==> src/rtl/ioWindowBarPkg.sv <==
package ioWindowBarPkg;
  typedef enum logic [1:0] {
    PWR_D0 = 2'd0,
    PWR_D1 = 2'd1,
    PWR_D2 = 2'd2,
    PWR_D3 = 2'd3
  } pwrStateT;

  typedef struct packed {
    logic baseWe;
    logic decodeEn;
  } barStrobeT;
endpackage

==> src/rtl/ioWindowBarCtrl.sv <==
module ioWindowBarCtrl
  import ioWindowBarPkg::*;
(
  input  logic       cfgWrEn,
  input  logic [1:0] pwrState,
  input  logic       ioEnable,
  input  logic       devPresent,
  input  logic       gfxEnable,
  input  logic       barHide,
  input  logic       ioValid,
  output barStrobeT  strobes
);
  logic accessOk;

  always_comb begin
    accessOk = (pwrState == PWR_D0) && ioEnable && devPresent && gfxEnable && !barHide;
    strobes.baseWe   = cfgWrEn && !barHide;
    strobes.decodeEn = ioValid && accessOk;
  end
endmodule

==> src/rtl/ioWindowBarDatapath.sv <==
module ioWindowBarDatapath
  import ioWindowBarPkg::*;
#(
  parameter int ADDR_W   = 16,
  parameter int BASE_LSB = 6,
  parameter int WIN_LOG2 = 3,
  parameter int REG_W    = 32
) (
  input  logic                       clk,
  input  logic                       rstN,
  input  barStrobeT                  strobes,
  input  logic [ADDR_W-BASE_LSB-1:0] wrBase,
  input  logic                       barHide,
  input  logic                       ioValid,
  input  logic [ADDR_W-1:0]          ioAddr,
  input  logic [1:0]                 ioSize,
  output logic [REG_W-1:0]           cfgRdData,
  output logic                       ioClaim
);
  localparam int BASE_W = ADDR_W - BASE_LSB;
  localparam int CNT_W  = WIN_LOG2 + 2;
  localparam logic [CNT_W-1:0] WIN_BYTES = CNT_W'(1 << WIN_LOG2);

  logic [BASE_W-1:0] baseQ;
  logic              claimQ;
  logic [CNT_W-1:0]  byteCnt;
  logic [CNT_W-1:0]  endOff;
  logic              baseMatch;
  logic              gapZero;
  logic              hit;

  always_ff @(posedge clk) begin
    if (!rstN)               baseQ <= '0;
    else if (strobes.baseWe) baseQ <= wrBase;
  end

  always_comb begin
    cfgRdData = '0;
    if (!barHide) begin
      cfgRdData[ADDR_W-1:BASE_LSB] = baseQ;
      cfgRdData[0] = 1'b1;
    end
  end

  always_comb begin
    case (ioSize)
      2'd0:    byteCnt = CNT_W'(1);
      2'd1:    byteCnt = CNT_W'(2);
      2'd2:    byteCnt = CNT_W'(4);
      default: byteCnt = '0;
    endcase
    endOff    = CNT_W'(ioAddr[WIN_LOG2-1:0]) + byteCnt;
    baseMatch = (ioAddr[ADDR_W-1:BASE_LSB] == baseQ);
    gapZero   = (ioAddr[BASE_LSB-1:WIN_LOG2] == '0);
    hit       = baseMatch && gapZero && (byteCnt != '0) && (endOff <= WIN_BYTES);
  end

  always_ff @(posedge clk) begin
    if (!rstN) claimQ <= 1'b0;
    else       claimQ <= strobes.decodeEn && hit;
  end

  assign ioClaim = claimQ;

  AST_BASE_HOLD: assert property (@(posedge clk) disable iff (!rstN) !strobes.baseWe |=> $stable(baseQ));
  AST_RSV_ZERO: assert property (@(posedge clk) disable iff (!rstN) (cfgRdData[REG_W-1:ADDR_W] == '0) && (cfgRdData[BASE_LSB-1:1] == '0));
  AST_HIDE_ZERO: assert property (@(posedge clk) disable iff (!rstN) barHide |-> (cfgRdData == '0));
  AST_CLAIM_ALIGNED: assert property (@(posedge clk) disable iff (!rstN) ioClaim |-> ($past(ioAddr[BASE_LSB-1:WIN_LOG2]) == '0));
  AST_CLAIM_SIZE: assert property (@(posedge clk) disable iff (!rstN) ioClaim |-> ($past(ioSize) != 2'd3));
  AST_CLAIM_REQ: assert property (@(posedge clk) disable iff (!rstN) ioClaim |-> $past(ioValid));
endmodule

==> src/rtl/ioWindowBar.sv <==
module ioWindowBar
  import ioWindowBarPkg::*;
#(
  parameter int ADDR_W   = 16,
  parameter int BASE_LSB = 6,
  parameter int WIN_LOG2 = 3
) (
  input  logic              clk,
  input  logic              rstN,
  input  logic              cfgWrEn,
  input  logic [31:0]       cfgWrData,
  output logic [31:0]       cfgRdData,
  input  logic [1:0]        pwrState,
  input  logic              ioEnable,
  input  logic              devPresent,
  input  logic              gfxEnable,
  input  logic              barHide,
  input  logic              ioValid,
  input  logic [ADDR_W-1:0] ioAddr,
  input  logic [1:0]        ioSize,
  output logic              ioClaim
);
  barStrobeT strobes;
  logic      unusedWrBits;

  assign unusedWrBits = ^{cfgWrData[31:ADDR_W], cfgWrData[BASE_LSB-1:0]};

  ioWindowBarCtrl u_ctrl (
    .cfgWrEn    (cfgWrEn),
    .pwrState   (pwrState),
    .ioEnable   (ioEnable),
    .devPresent (devPresent),
    .gfxEnable  (gfxEnable),
    .barHide    (barHide),
    .ioValid    (ioValid),
    .strobes    (strobes)
  );

  ioWindowBarDatapath #(
    .ADDR_W   (ADDR_W),
    .BASE_LSB (BASE_LSB),
    .WIN_LOG2 (WIN_LOG2),
    .REG_W    (32)
  ) u_dp (
    .clk       (clk),
    .rstN      (rstN),
    .strobes   (strobes),
    .wrBase    (cfgWrData[ADDR_W-1:BASE_LSB]),
    .barHide   (barHide),
    .ioValid   (ioValid),
    .ioAddr    (ioAddr),
    .ioSize    (ioSize),
    .cfgRdData (cfgRdData),
    .ioClaim   (ioClaim)
  );

  AST_GATED_NO_CLAIM: assert property (@(posedge clk) disable iff (!rstN)
    !((pwrState == PWR_D0) && ioEnable && devPresent && gfxEnable && !barHide) |=> !ioClaim);
  AST_IDLE_NO_CLAIM: assert property (@(posedge clk) disable iff (!rstN) !ioValid |=> !ioClaim);
endmodule

==> config.mk <==
export PLATFORM = sky130hd
export DESIGN_NAME = ioWindowBar
export DESIGN_NICKNAME = d
export VERILOG_FILES = /design/src/rtl/ioWindowBarPkg.sv /design/src/rtl/ioWindowBarCtrl.sv /design/src/rtl/ioWindowBarDatapath.sv /design/src/rtl/ioWindowBar.sv
export SDC_FILE = /design/constraint.sdc
export NUM_CORES = 1
export LEC_CHECK = 0
export ABC_CLOCK_PERIOD_IN_PS = 3440
export BUFFER_PORTS_ARGS = -buffer_cell sky130_fd_sc_hd__clkbuf_2
export CAP_MARGIN = 20
export CORE_MARGIN = 2
export CORE_UTILIZATION = 30
export DETAILED_ROUTE_END_ITERATION = 10
export PLACE_DENSITY = 0.7
export SYNTH_ARGS = -nofsm -noshare
export SYNTH_HDL_FRONTEND = slang
export SYNTH_SLANG_ARGS = --single-unit
==> constraint.sdc <==
create_clock -name clk -period 3.44 [get_ports clk]
set_clock_uncertainty 0.05 [all_clocks]
set_input_delay 0.344 -clock clk [delete_from_list [all_inputs] [get_ports clk]]
set_output_delay 0.344 -clock clk [all_outputs]
set_load 0.01 [all_outputs]
==> results of run 1 <==
-- worst max-delay path: cells and delay by family --
family	cells	cell delay, ps
AND/OR/NAND/NOR	2	170
AO/OA/AOI/OAI	1	240
buffers and inverters	2	150
adder cells (fa/ha/maj)	2	530
XOR/XNOR	1	150
-- state kept, by name, indices dropped and copies added, names as in the netlist --
register      cells
u_dp.baseQ       10
u_dp.ioClaim      1
-- power by group --
group,leakage (nW),switching [W],internal [W]
combinational,0.463,0.0000440,0.0000384
sequential,0.0898,0.00000428,0.000133
clock,0.0150,0.0000417,0.0000448
-- cells by family (layout without fill, tap and decap cells) --
group           after synthesis  after routing  synth area share, %
buf+inv                      29             58                 20.7
compound gates               12             12                 9.69
flops                        11             11                 24.0
xor+xnor                     11             11                 10.5
simple gates                 45             45                 28.4
fa+ha+maj                     4              4                 6.28
other cells                   1             21                0.409
-- area by class of cell --
cell class | count | area share [%]
sequential | 11 | 19.4
clock buffer | 4 | 2.32
multi-input combinational | 93 | 51.3
timing repair buffer | 49 | 21.6
inverter | 5 | 1.66
tap | 33 | 3.64
-- layer usage --
layer / routed length [um] / GRT usage [%] / share of wire, %
met2: 900 / 17.6 / 51
met1: 742 / 12.6 / 42
met4: 13 / 4.87 / 0.73
met5: 0 / 0 / 0
met3: 115 / 1.75 / 6.5
-- per-stage QoR --
step           total power, W  utilization (%)  worst slack, ps
2_1_floorplan        0.000207                -             1870
5_1_grt              0.000330             38.1             1820
3_3_place_gp         0.000223             37.2             1690
3_5_place_dp         0.000224             37.2             1670
6_report             0.000306             38.1             1960
4_1_cts              0.000312             38.1             1960
-- layout by cell type, fill, tap and decap left out, types with 3 or more instances in the layout --
| cell | synthesis | final |
|---|---|---|
| a21boi_1 | 10 | 10 |
| clkbuf_2 | 0 | 49 |
| clkbuf_4 | 0 | 3 |
| conb_1 | 1 | 21 |
| dfxtp_1 | 11 | 11 |
| ha_1 | 3 | 3 |
| inv_1 | 4 | 4 |
| nand2_1 | 21 | 21 |
| nand4_1 | 3 | 3 |
| nor2b_1 | 11 | 11 |
| xnor2_1 | 8 | 8 |
| xor2_1 | 3 | 3 |
-- path summary, 6_finish.rpt --
| kind | start | to | slack (ps) | depth (start not counted) |
|---|---|---|---|---|
| max reg2reg | u_dp.baseQ[7]$_SDFFE_PN0P_ | u_dp.ioClaim$_SDFF_PN0_ | 2400 | 4 |
| max | ioSize[1] | u_dp.ioClaim$_SDFF_PN0_ | 1960 | 8 |
| min reg2reg | u_dp.baseQ[2]$_SDFFE_PN0P_ | u_dp.baseQ[2]$_SDFFE_PN0P_ | 430 | 2 |
| min | cfgWrData[15] | u_dp.baseQ[9]$_SDFFE_PN0P_ | 250 | 3 |
==> metrics.csv, run 1 <==
metric,value,unit
measured slew at the worst slew-check pin,699,ps
# IOs,93,
syn avg cell area,8.12,um2
Final Instance Area,1130,um2
Max Slew Vio Count,0,
# hold bufs at CTS,0,
multi-input logic area,582,um2
"Async S/R FF share, synth",0,%
FF+latch area,220,um2
Pleak,0.568,nW
die width,59.3,um
crit path cell chain,clkbuf_2 > nor2_1 > ha_1 > inv_1 > fa_1 > xor2_1 > a32oi_1 > nor4_2,
Total Neg Setup Slack,0,ps
total grt overflow,0,
RSZ-0062 raised after global routing,false,
crit-path max FO,4,
Critical Path Slowest Stage Cell,fa_1,
via density per instance,4.05,
Nets,227,
ant diodes,0,
Pwr per Cell Area,270,nW/um2
CP Class,in2reg,
Max stage delay on crit path,370,ps
number of antenna violations at the first check in global routing,0,
first-pass GRT wire length,2.78,mm
Synth top area share,24.0,%
Initial DRC Count,6,
placed cell count,191,
FMAX,678,MHz
Synth area leaders,"dfxtp_1 24%, buf_4 17%, nand2_1 8.6%, a21boi_1 8.2%, xnor2_1 7.6%",
Clock Latency Late Sink,260,ps
Final period util,42.9,%
routability cong.,0.665,
die area,3520,um2
Hold Slack,245,ps
Root Driver,clkbuf_4,
element type at the critical path end,flip-flop,
"Req. time, crit path",3540,ps
fraction of layout cells with a size suffix above 1,36.4,%
drt wl/cell,9.08,um
Via Count,790,
hpwl dp,1.57,mm
vias in the first global route,685,
"EDFF count, synth",0,
starting density of the core,30.8,%
Rows,20,
Worst slew margin,53.3,%
sequential area share after synthesis,24.0,%
clock slew seen by the registers of the worst setup and hold paths,70,ps
maximum root-to-sink buffer count,2,
status,finished clean,
Post-synth top flop,dfxtp_1,
final hold violations,0,
TritonCTS Buffers,3,
min-delay worst type,in2reg,
Sink Count,11,
CP Launch Type,input pin,
commonest cells in the netlist,"21 x buf_4, 21 x nand2_1, 11 x dfxtp_1, 11 x nor2b_1, 10 x a21boi_1",
largest net degree at the start of global routing,14,
Synth cell types,27,
Post-Layout Cell Count,195,
post-synth top area cell,dfxtp_1,
H-tree depth,1,
Synth Register Bits,11,
Core Footprint,2980,um2
PortBufs,49,
post-CTS setup buffer count,0,
post-CTS resize count,0,
area grow syn2layout,23.6,%
Synth warnings,0,
Max Cap Viol,0,
overall global routing resource usage,10.3,%
# fillers,331,
synthesized cell area,917,um2
First-pass DRT Iterations,2,
die height,59.3,um
"Min Clock Period, post-route",1480,ps
Syn Inst Count,113,
CTS tree,done,
final wirelength,1.77,mm
placed cell area,1110,um2
DRC,0,
VDD IR max,184,uV
Finish-stage setup viols,0,
DRT antenna net count,0,
Worst Path Arrival,1580,ps
Note: power is estimated with default switching activity, not from simulation.
==> run 2: changes to the inputs <==
ABC_CLOCK_PERIOD_IN_PS = 1500   (was 3440)
clock period = 1.5 ns   (was 3.44 ns; I/O delays follow)
==> metrics.csv, run 2 (same netlist as run 1, synthesis figures left out) <==
metric,value,unit,change
Core Footprint,2980,um2,unchanged
area grow syn2layout,26.9,%,
Post-Layout Cell Count,199,,+2.1%
Critical Path Slowest Stage Cell,fa_1,,
H-tree depth,1,,unchanged
placed cell count,195,,+2.1%
"Min Clock Period, post-route",1320,ps,
fraction of layout cells with a size suffix above 1,38.0,%,+1.5 points
Nets,231,,+1.8%
TritonCTS Buffers,3,,unchanged
die area,3520,um2,unchanged
overall global routing resource usage,10.4,%,+0.036 points
Rows,20,,unchanged
crit-path max FO,4,,unchanged
Pwr per Cell Area,614,nW/um2,+130%
Power Total,0.000714,W,+130%
"Core Util, Final",39.1,%,+1.0 points
post-CTS resize count,0,,unchanged
Max Slew Vio Count,0,,unchanged
Final period util,87.9,%,
routability cong.,0.747,,+12%
hpwl dp,1.58,mm,+0.91%
final hold violations,0,,unchanged
# hold bufs at CTS,0,,unchanged
element type at the critical path end,flip-flop,,
Clock Latency Late Sink,260,ps,about the same
CP top delay family,adder cells,,
CTS tree,done,,
PortBufs,49,,unchanged
ant diodes,0,,unchanged
drt wl/cell,9.04,um,-0.46%
Via Count,817,,+3.4%
Hold Slack,44.7,ps,-200 ps
Finish-stage setup viols,0,,unchanged
starting density of the core,30.8,%,unchanged
Worst Path Arrival,1430,ps,-150 ps
most frequent cells in the layout,"49 x clkbuf_2, 21 x nand2_1, 21 x conb_1",,
total grt overflow,0,,unchanged
VDD IR max,370,uV,+100%
DRC,0,,unchanged
number of antenna violations at the first check in global routing,0,,unchanged
Initial DRC Count,9,,+3
Max Cap Viol,0,,unchanged
"Most flops, register",u_dp.baseQ,,
via density per instance,4.11,,+1.3%
Pleak,0.588,nW,+3.5%
DRT antenna net count,0,,unchanged
# IOs,93,,unchanged
FMAX,758,MHz,
vias in the first global route,678,,-1.0%
min-delay worst type,in2reg,,
"Req. time, crit path",1610,ps,-1930 ps
# fillers,331,,unchanged
largest net degree at the start of global routing,14,,unchanged
first-pass GRT wire length,2.75,mm,-0.97%
maximum root-to-sink buffer count,2,,unchanged
final wirelength,1.80,mm,+1.6%
RSZ-0062 raised after global routing,false,,
Root Driver,clkbuf_4,,
"commonest non-fill, non-tap cell in the layout",clkbuf_2,,
post-CTS setup buffer count,0,,unchanged
Crit path buffers/inverters,2,,unchanged
First-pass DRT Iterations,4,,+2
die height,59.3,um,unchanged
CP Launch Type,input pin,,
CP Class,in2reg,,
Sink Count,11,,unchanged
max reg flops,10,,unchanged
clock slew seen by the registers of the worst setup and hold paths,70,ps,about the same
Final Instance Area,1160,um2,+2.6%
status,finished clean,,
Max stage delay on crit path,370,ps,about the same
crit path cell chain,clkbuf_2 > nor2_1 > ha_1 > inv_1 > fa_1 > xor2_1 > a32oi_1 > nor4_2,,
placed cell area,1140,um2,+2.7%
die width,59.3,um,unchanged
==> run 2: cell types whose count changed in the layout (fill, tap and decap cells not counted), sizes merged <==
cell	change
buf	+4
==> run 2: power by group <==
part | internal (W) | switching (W)
registers | 0.000304 | 0.00000977
logic | 0.0000946 | 0.000103
clock network | 0.000103 | 0.0000993
total | 0.000502 | 0.000212
==> run 2: cell type report <==
type                            count  area, um2  share of cell area [%]
Multi-Input combinational cell     93        582                    50.0
Timing Repair Buffer               53        275                    23.7
Sequential cell                    11        220                    18.9
Tap cell                           33       41.3                    3.55
Clock buffer                        4       26.3                    2.26
Inverter                            5       18.8                    1.61
==> run 2: final timing paths <==
| path | start | to | slack (ps) | depth (start not counted) |
|---|---|---|---|---|
| hold / removal | cfgWrData[15] | u_dp.baseQ[9]$_SDFFE_PN0P_ | 40 | 3 |
| setup / recovery | ioSize[1] | u_dp.ioClaim$_SDFF_PN0_ | 180 | 8 |
| setup reg to reg | u_dp.baseQ[0]$_SDFFE_PN0P_ | u_dp.ioClaim$_SDFF_PN0_ | 470 | 3 |
| hold reg to reg | u_dp.baseQ[2]$_SDFFE_PN0P_ | u_dp.baseQ[2]$_SDFFE_PN0P_ | 430 | 2 |
==> run 2: metrics by stage <==
stage	setup TNS (ps)	setup WS, ps
2_1_floorplan	0	121
3_3_place_gp	-105	-105
3_5_place_dp	-122	-122
4_1_cts	0	169
5_1_grt	0	93.4
6_report	0	181
==> run 2: worst reg2reg max path, cell delays in order (launching register included) <==
cell and delay (ps):
dfxtp_1 360, xnor2_1 130, nand4_1 140, nor4_2 270
==> run 2: layer usage <==
| metal | global-route usage (%) | wire length (um) | vias up |
|---|---|---|---|
| li1 | - | - | 428 |
| met3 | 1.75 | 123 | 2 |
| met1 | 13.2 | 769 | 356 |
| met2 | 16.5 | 892 | 31 |
| met5 | 0 | 0 | - |
| met4 | 5.84 | 13 | 0 |
==> run 3: changes to the inputs <==
ABC_CLOCK_PERIOD_IN_PS = 1250   (was 1500)
CAP_MARGIN = 30   (was 20)
clock period = 1.25 ns   (was 1.5 ns; I/O delays follow)
==> metrics.csv, run 3 (same netlist as run 1, synthesis figures left out) <==
metric,value,unit,change
"Req. time, crit path",1380,ps,-230 ps
FMAX,850,MHz,
First-pass DRT Iterations,4,,unchanged
post-CTS resize count,0,,unchanged
min-delay worst type,in2reg,,
element type at the critical path end,flip-flop,,
status,finished clean,,
Sink Count,11,,unchanged
crit path cell chain,clkbuf_2 > nor2_2 > ha_2 > inv_1 > fa_2 > a32oi_1 > nor4_2,,
area grow syn2layout,29.3,%,
FF+latch area,220,um2,unchanged
Final period util,94.2,%,
number of antenna violations at the first check in global routing,0,,unchanged
starting density of the core,30.8,%,unchanged
placed cell count,197,,+1.0%
die area,3520,um2,unchanged
Finish-stage setup viols,0,,unchanged
CP top delay family,adder cells,,
Critical Path Slowest Stage Cell,fa_2,,
final wirelength,1.87,mm,+3.9%
crit-path max FO,3,,-1
"Most flops, register",u_dp.baseQ,,
Nets,233,,+0.87%
VDD IR max,326,uV,-12%
drt wl/cell,9.30,um,+2.9%
CP Class,in2reg,,
max reg flops,10,,unchanged
hpwl dp,1.63,mm,+3.1%
Post-Layout Cell Count,201,,+1.0%
total grt overflow,0,,unchanged
die width,59.3,um,unchanged
# IOs,93,,unchanged
TritonCTS Buffers,3,,unchanged
ant diodes,0,,unchanged
maximum root-to-sink buffer count,2,,unchanged
clock slew seen by the registers of the worst setup and hold paths,70,ps,about the same
fraction of layout cells with a size suffix above 1,40.5,%,+2.5 points
vias in the first global route,723,,+6.6%
PortBufs,49,,unchanged
Rows,20,,unchanged
RSZ-0062 raised after global routing,true,,
Total Neg Setup Slack,0,ps,unchanged
final hold violations,0,,unchanged
"Min Clock Period, post-route",1180,ps,
CTS tree,done,,
Max Slew Vio Count,0,,unchanged
Core Footprint,2980,um2,unchanged
"commonest non-fill, non-tap cell in the layout",clkbuf_2,,
CP Launch Type,input pin,,
most frequent cells in the layout,"49 x clkbuf_2, 21 x nand2_1, 21 x conb_1",,
H-tree depth,1,,unchanged
Pwr per Cell Area,726,nW/um2,+18%
Pleak,0.595,nW,+1.3%
Clock Latency Late Sink,260,ps,about the same
# fillers,321,,-3.0%
final worst setup slack,73.0,ps,-108 ps
Worst Path Arrival,1310,ps,-120 ps
dpl ws,-213,ps,-90.6 ps
Via Count,819,,+0.24%
Initial DRC Count,7,,-2
overall global routing resource usage,11.2,%,+0.85 points
first-pass GRT wire length,2.95,mm,+7.3%
Max Cap Viol,0,,unchanged
Crit path buffers/inverters,2,,unchanged
multi-input logic area,589,um2,+1.3%
Power Total,0.000861,W,+21%
# hold bufs at CTS,0,,unchanged
via density per instance,4.07,,-0.75%
DRC,0,,unchanged
DRT antenna net count,0,,unchanged
largest net degree at the start of global routing,11,,-3
routability cong.,0.697,,-6.7%
Root Driver,clkbuf_4,,
Max stage delay on crit path,520,ps,+150 ps
die height,59.3,um,unchanged
## run 3: power by group
| group | total [W] | internal, W | switching [W] |
|---|---|---|---|
| registers | 0.000378 | 0.000365 | 0.0000126 |
| clock network | 0.000238 | 0.000123 | 0.000114 |
| logic | 0.000246 | 0.000120 | 0.000126 |
## run 3: final timing paths
path                                                  from  depth (start not counted)  slack, ps                    endpoint
worst max-delay path                             ioSize[1]                          7         70     u_dp.ioClaim$_SDFF_PN0_
worst min-delay path                          cfgWrData[6]                          3         20  u_dp.baseQ[0]$_SDFFE_PN0P_
worst max register to register  u_dp.baseQ[7]$_SDFFE_PN0P_                          4        150     u_dp.ioClaim$_SDFF_PN0_
worst min register to register  u_dp.baseQ[0]$_SDFFE_PN0P_                          2        430  u_dp.baseQ[0]$_SDFFE_PN0P_
## run 3: layout make-up
cell class / instances / area share [%]
Multi-Input combinational cell: 93 / 49.7
Timing Repair Buffer: 55 / 24.5
Sequential cell: 11 / 18.6
Tap cell: 33 / 3.48
Clock buffer: 4 / 2.22
Inverter: 5 / 1.58
## run 3: routing by layer
| layer | vias up | part of all wire [%] | wire length, um | track usage (%) |
|---|---|---|---|---|
| met4 | 0 | 0.75 | 14 | 4.87 |
| met3 | 2 | 7.8 | 146 | 3.28 |
| met1 | 344 | 42 | 791 | 12.9 |
| li1 | 436 | - | - | - |
| met2 | 37 | 49 | 916 | 19.2 |
| met5 | - | 0 | 0 | 0 |
## run 3: what timing repair did
action                                  CTS  global route
endpoints found under the setup margin    0             1
hold endpoints to repair                  0             0
setup buffers                             0             0
## run 3: worst min-delay path, delay by kind of cell
family | cells | cell delay, ps
buf+inv | 1 | 80
simple gates | 1 | 40
compound gates | 1 | 40
## run 3: per-stage QoR
step / util (%) / hold slack (ps) / cell area (um2)
floorplan: - / 210 / 1000
global placement: 38.9 / 303 / 1160
detailed placement: 38.9 / 305 / 1160
CTS: 39.8 / 18.5 / 1190
global route: 39.8 / 13.9 / 1190
finish: 39.8 / 24.1 / 1190
